### config.mk
export PLATFORM = sky130hd
export DESIGN_NAME = dfz_fuse_decode
export DESIGN_NICKNAME = d
export VERILOG_FILES = /design/src/rtl/dfz_pkg.sv /design/src/rtl/dfz_pair_find.sv /design/src/rtl/dfz_slot_alloc.sv /design/src/rtl/dfz_out_hold.sv /design/src/rtl/dfz_fuse_decode.sv
export SDC_FILE = /design/constraint.sdc
export NUM_CORES = 1
export LEC_CHECK = 0
export BUFFER_PORTS_ARGS = -buffer_cell sky130_fd_sc_hd__clkbuf_2
export CORE_ASPECT_RATIO = 2
export CORE_MARGIN = 4
export CORE_UTILIZATION = 45
export DETAILED_ROUTE_END_ITERATION = 8
export GPL_ROUTABILITY_DRIVEN = 0
export PLACE_DENSITY = 0.71
export SETUP_SLACK_MARGIN = 0.02
export SLEW_MARGIN = 20
export SYNTH_ARGS = -nofsm -noshare
export SYNTH_HDL_FRONTEND = slang
export SYNTH_HIERARCHICAL = 1
export SYNTH_SLANG_ARGS = --single-unit
### constraint.sdc
create_clock -name clk -period 33.9 [get_ports clk]
set_clock_uncertainty 0.2 [all_clocks]
set_input_delay 3.39 -clock clk [delete_from_list [all_inputs] [get_ports clk]]
set_output_delay 3.39 -clock clk [all_outputs]
set_load 0.05 [all_outputs]
### src/rtl/dfz_pkg.sv
package dfz_pkg;
  typedef enum logic [1:0] {
    ICLS_PLAIN = 2'd0,
    ICLS_CMP   = 2'd1,
    ICLS_BRC   = 2'd2,
    ICLS_JMP   = 2'd3
  } icls_e;
endpackage

### src/rtl/dfz_pair_find.sv
module dfz_pair_find
  import dfz_pkg::*;
#(
  parameter int SLOTS = 4
) (
  input  logic [SLOTS-1:0]   vld,
  input  logic [2*SLOTS-1:0] cls,
  output logic [SLOTS-1:0]   fuse_at
);
  logic [SLOTS-1:0] cand;

  for (genvar i = 0; i < SLOTS - 1; i++) begin : g_pair
    assign cand[i] = vld[i] && vld[i+1] &&
                     (cls[2*i +: 2] == ICLS_CMP) &&
                     (cls[2*(i+1) +: 2] == ICLS_BRC);
  end
  assign cand[SLOTS-1] = 1'b0;

  // keep only the oldest candidate
  assign fuse_at = cand & (~cand + SLOTS'(1));
endmodule

### src/rtl/dfz_slot_alloc.sv
module dfz_slot_alloc #(
  parameter int SLOTS   = 4,
  parameter int CX_UOPS = 4,
  localparam int UOPS   = SLOTS - 1 + CX_UOPS,
  localparam int IDX_W  = $clog2(SLOTS),
  localparam int NU_W   = $clog2(CX_UOPS + 1),
  localparam int CNT_W  = $clog2(UOPS + 1),
  localparam int TAKE_W = $clog2(SLOTS + 1)
) (
  input  logic                  clk,
  input  logic                  rst_n,
  input  logic [SLOTS-1:0]      vld,
  input  logic [NU_W*SLOTS-1:0] nuops,
  input  logic [SLOTS-1:0]      fuse_at,
  output logic [UOPS-1:0]       uop_vld,
  output logic [UOPS-1:0]       uop_fused,
  output logic [IDX_W*UOPS-1:0] uop_src,
  output logic [CNT_W-1:0]      uop_cnt,
  output logic [TAKE_W-1:0]     take_n
);
  int   k;
  int   need;
  int   sp_used;
  logic cx_busy;
  logic halt;
  logic skip_nxt;
  logic placed;

  function automatic int clamp_need(input logic [NU_W-1:0] n);
    if (n == '0) return 1;
    if (int'(n) > CX_UOPS) return CX_UOPS;
    return int'(n);
  endfunction

  always_comb begin
    uop_vld   = '0;
    uop_fused = '0;
    uop_src   = '0;
    take_n    = '0;
    k         = 0;
    need      = 0;
    sp_used   = 0;
    cx_busy   = 1'b0;
    halt      = 1'b0;
    skip_nxt  = 1'b0;
    placed    = 1'b0;
    for (int i = 0; i < SLOTS; i++) begin
      if (skip_nxt) begin
        skip_nxt = 1'b0;
      end else if (!halt) begin
        if (!vld[i]) begin
          halt = 1'b1;
        end else begin
          need   = fuse_at[i] ? 1 : clamp_need(nuops[NU_W*i +: NU_W]);
          placed = 1'b0;
          if (need == 1 && sp_used < SLOTS - 1) begin
            sp_used = sp_used + 1;
            placed  = 1'b1;
          end else if (!cx_busy) begin
            cx_busy = 1'b1;
            placed  = 1'b1;
          end
          if (!placed) begin
            halt = 1'b1;
          end else begin
            for (int j = 0; j < CX_UOPS; j++) begin
              if (j < need && k < UOPS) begin
                uop_vld[k]                 = 1'b1;
                uop_fused[k]               = fuse_at[i];
                uop_src[IDX_W*k +: IDX_W]  = IDX_W'(i);
                k = k + 1;
              end
            end
            take_n   = take_n + (fuse_at[i] ? TAKE_W'(2) : TAKE_W'(1));
            skip_nxt = fuse_at[i];
          end
        end
      end
    end
    uop_cnt = CNT_W'(k);
  end


  one_fuse_chk: assert property (@(posedge clk) disable iff (!rst_n)
    $countones(uop_fused) <= 1);


  fuse_on_valid_chk: assert property (@(posedge clk) disable iff (!rst_n)
    (uop_fused & ~uop_vld) == '0);
endmodule

### src/rtl/dfz_out_hold.sv
module dfz_out_hold #(
  parameter int UOPS  = 7,
  parameter int IDX_W = 2,
  parameter int CNT_W = 3
) (
  input  logic                  clk,
  input  logic                  rst_n,
  input  logic                  load,
  input  logic                  load_vld,
  input  logic [UOPS-1:0]       d_vld,
  input  logic [UOPS-1:0]       d_fused,
  input  logic [IDX_W*UOPS-1:0] d_src,
  input  logic [CNT_W-1:0]      d_cnt,
  input  logic                  out_ready,
  output logic                  q_valid,
  output logic [UOPS-1:0]       q_vld,
  output logic [UOPS-1:0]       q_fused,
  output logic [IDX_W*UOPS-1:0] q_src,
  output logic [CNT_W-1:0]      q_cnt
);
  always_ff @(posedge clk) begin
    if (!rst_n) begin
      q_valid <= 1'b0;
      q_vld   <= '0;
      q_fused <= '0;
      q_src   <= '0;
      q_cnt   <= '0;
    end else if (load) begin
      q_valid <= load_vld;
      q_vld   <= load_vld ? d_vld   : '0;
      q_fused <= load_vld ? d_fused : '0;
      q_src   <= load_vld ? d_src   : '0;
      q_cnt   <= load_vld ? d_cnt   : '0;
    end
  end


  hold_on_stall_chk: assert property (@(posedge clk) disable iff (!rst_n)
    (q_valid && !out_ready) |=> ($stable(q_vld) && $stable(q_fused) &&
                                 $stable(q_src) && $stable(q_cnt) && q_valid));


  count_match_chk: assert property (@(posedge clk) disable iff (!rst_n)
    q_valid |-> ($countones(q_vld) == int'(q_cnt)));
endmodule

### src/rtl/dfz_fuse_decode.sv
module dfz_fuse_decode #(
  parameter int SLOTS   = 4,
  parameter int CX_UOPS = 4,
  localparam int UOPS   = SLOTS - 1 + CX_UOPS,
  localparam int IDX_W  = $clog2(SLOTS),
  localparam int NU_W   = $clog2(CX_UOPS + 1),
  localparam int CNT_W  = $clog2(UOPS + 1),
  localparam int TAKE_W = $clog2(SLOTS + 1)
) (
  input  logic                  clk,
  input  logic                  rst_n,
  input  logic [SLOTS-1:0]      in_valid,
  input  logic [2*SLOTS-1:0]    in_class,
  input  logic [NU_W*SLOTS-1:0] in_nuops,
  output logic                  in_ready,
  output logic [TAKE_W-1:0]     take_cnt,
  output logic                  out_valid,
  input  logic                  out_ready,
  output logic [UOPS-1:0]       out_uop_vld,
  output logic [UOPS-1:0]       out_uop_fused,
  output logic [IDX_W*UOPS-1:0] out_uop_src,
  output logic [CNT_W-1:0]      out_uop_cnt
);
  logic [SLOTS-1:0]      fuse_at;
  logic [UOPS-1:0]       a_vld;
  logic [UOPS-1:0]       a_fused;
  logic [IDX_W*UOPS-1:0] a_src;
  logic [CNT_W-1:0]      a_cnt;
  logic [TAKE_W-1:0]     a_take;

  dfz_pair_find #(.SLOTS(SLOTS)) u_pair (
    .vld     (in_valid),
    .cls     (in_class),
    .fuse_at (fuse_at)
  );

  dfz_slot_alloc #(.SLOTS(SLOTS), .CX_UOPS(CX_UOPS)) u_alloc (
    .clk       (clk),
    .rst_n     (rst_n),
    .vld       (in_valid),
    .nuops     (in_nuops),
    .fuse_at   (fuse_at),
    .uop_vld   (a_vld),
    .uop_fused (a_fused),
    .uop_src   (a_src),
    .uop_cnt   (a_cnt),
    .take_n    (a_take)
  );

  assign in_ready = !out_valid || out_ready;
  assign take_cnt = in_ready ? a_take : '0;

  dfz_out_hold #(.UOPS(UOPS), .IDX_W(IDX_W), .CNT_W(CNT_W)) u_hold (
    .clk       (clk),
    .rst_n     (rst_n),
    .load      (in_ready),
    .load_vld  (in_valid[0]),
    .d_vld     (a_vld),
    .d_fused   (a_fused),
    .d_src     (a_src),
    .d_cnt     (a_cnt),
    .out_ready (out_ready),
    .q_valid   (out_valid),
    .q_vld     (out_uop_vld),
    .q_fused   (out_uop_fused),
    .q_src     (out_uop_src),
    .q_cnt     (out_uop_cnt)
  );


  empty_take_chk: assert property (@(posedge clk) disable iff (!rst_n)
    !in_valid[0] |-> (take_cnt == '0));


  empty_drop_chk: assert property (@(posedge clk) disable iff (!rst_n)
    (in_ready && !in_valid[0]) |=> !out_valid);
endmodule

==> qor.csv <==
metric,value,unit
outcome,completed,
core_area,0.0158,mm2
finalHoldViolations,0,
finalCriticalPeriod,22560,ps
antenna_left,0,
hold_slack,279,ps
dpl.hpwl,25.0,mm
p_per_area,44.8,mW/mm2
whs_path_depth,2,
setup_violations,0,
clock_latency,270,ps
yosys_most_used_dff,dfxtp_1,
maxCapViolCount,0,
rsz0062_at_grt,no,
grt_max_degree,64,
synth_seq_cells,32,
worst_slack,11340,ps
r2r-start,u_hold/q_valid,
drc,0,
port_buffers,62,
wirelength,32.3,mm
clk_pin_slew,50,ps
finalCritPeriodShare,0.666,
initial_core_util,0.457,
wl_per_cell,24.7,um
die-area,0.0182,mm2
layout-drive-gt1-share,0.132,
ios,63,
hp-start,u_hold/q_src[1],
numCtsBuffers,5,
slew_headroom,0.249,
max_stage_delay,540,ps
synth_edf_count,0,
track_usage,0.341,
postCtsResizedCells,0,
hold_end,u_hold/q_src[1],
tns,0,ps
cts_setup_buffers,0,
insertedDiodeCount,0,
avgViaCountPerCell,6.97,
fmax,44.3,MHz
netlist_area,0.00722,mm2
drt_iter0_drc,996,
yosys_warnings,6,
cts-htree-levels,2,
leakagePower,3.03,nW
rows,65,
grt_pass1_wl,49.3,mm
cts.sinks,32,
final_cell_mix,"nand2_1 (140), nor2_1 (106), clkbuf_2 (62)",
ir_worst_vdd,0.0174,mV
root_buffer,clkbuf_16,
avgSynthCellArea,6.82,um2
layout_commonest_cell,nand2_1,
post-place-ws,11150,ps
synth_seq_area_share,0.0888,
synthArstFlopShare,0,
critPathArrivalTime,22510,ps
grt_pass1_vias,8919,
syn_inst,1058,
first_pass_iters,8,
cts.path.max_buffers,2,
cts_tree,done,
final_area,0.00783,mm2
crit_required,33840,ps
crit_path_start_kind,input port,
cp_common_cell,ha_1,
tightest_slew,1130,ps
reg2regPathDepth,3,
postCtsHoldBufs,0,
vias,9104,
timing_worst_setup_path_type,input port to flop,
crit_path_end_kind,flop,
r2r_end,u_hold/q_src[13],
fin_util,0.496,
gr-total-overflow,0,
placed_area,0.00764,mm2
synth_cell_types,108,
die-width,97.5,um
cp_slowest_cell,a211oi_1,
antenna_found_initial,0,
die_h,187,um
drv_slew,0,
syn_to_final_growth,8.51,%
r2r_slack,32200,ps
finalNetCount,1182,
critPathMaxFanout,16,
hold_class,flop to flop,
fillers,1675,
## cell usage after synthesis, types with 6 or more instances
master	number	area share
a211o_1	6	0.0073
a211oi_1	12	0.012
a21o_1	6	0.0062
a21oi_1	48	0.033
a221oi_1	8	0.0097
a22oi_1	10	0.010
a31oi_1	17	0.015
a32oi_1	6	0.0073
a41oi_1	6	0.0073
and2_1	12	0.010
and3_1	17	0.015
buf_2	13	0.0090
buf_4	8	0.0083
buf_6	6	0.0094
clkbuf_1	17	0.0088
dfxtp_1	32	0.089
ha_1	47	0.081
inv_1	40	0.021
inv_2	7	0.0036
mux2i_1	10	0.014
nand2_1	140	0.073
nand2b_1	10	0.0087
nand3_1	43	0.030
nand3b_1	40	0.042
nand4_1	14	0.012
nor2_1	106	0.055
nor2b_1	11	0.0095
nor3_1	41	0.028
nor4_1	7	0.0061
o211ai_1	16	0.017
o21a_1	8	0.0083
o21ai_0	48	0.033
o21ai_1	34	0.024
o21ai_2	6	0.0073
o221ai_1	10	0.012
o22ai_1	21	0.018
o31ai_1	9	0.0094
o32ai_1	6	0.0073
xnor2_1	16	0.019
## cells by family after synthesis
logic type,synth area share
AOI/OAI and AO/OA,0.355
xor gates and xnor gates,0.0279
adders and majority gates,0.0898
buffers and inverters,0.0619
DFF,0.0888
muxes,0.0255
other,0.00156
and+or+nand+nor,0.350
## state kept, by name, indices dropped and copies added, names as in the netlist
signal and flops:
u_hold/q_vld 7, u_hold/q_valid 1, u_hold/q_cnt 3, u_hold/q_fused 7, u_hold/q_src 14
## worst max path at each step
stage	endpoint	cells past startpoint	startpoint
after floorplan	u_hold/q_src[6]	86	in_class[2]
after global placement	u_hold/q_src[6]	80	in_valid[0]
after detailed placement	u_hold/q_src[6]	81	in_valid[0]
after CTS	u_hold/q_src[6]	81	in_valid[0]
after global routing	u_hold/q_src[6]	81	in_valid[0]
final	u_hold/q_src[6]	81	in_valid[0]
## layout make-up
cell class | instances | area [um2] | area share
inverter | 49 | 186 | 0.0238
sequential | 32 | 641 | 0.0818
multi-input combinational | 944 | 6180 | 0.789
timing repair buffer | 73 | 390 | 0.0499
tap | 201 | 251 | 0.0321
clock buffer | 7 | 153 | 0.0195
clock inverter | 1 | 30.0 | 0.00384
## routing by layer
layer,track usage,up-vias,wire (um)
li1,-,4105,-
met5,0,-,0
met2,0.613,597,16300
met1,0.321,4171,9970
met4,0.302,0,3570
met3,0.0620,231,2420
## where the power goes
part,switching (W),internal [W],leakage [nW]
sequential,0.000000589,0.0000384,0.259
combinational,0.000181,0.0000762,2.68
clock,0.0000163,0.0000387,0.0901
## worst max-delay path: cells and delay by family
family / cells / cell delay [ps]
and+or+nand+nor: 26 / 4700
muxes: 3 / 1330
buffers and inverters: 6 / 1110
AOI/OAI and AO/OA: 29 / 6770
adders and majority gates: 15 / 4500
xor gates and xnor gates: 2 / 690
## per-stage QoR
step	cells	power (W)
floorplan	1070	0.000219
global placement	1298	0.000279
detailed placement	1298	0.000280
CTS	1306	0.000336
global route	1307	0.000368
finish	1307	0.000351
(Power assumes the default switching activity.)
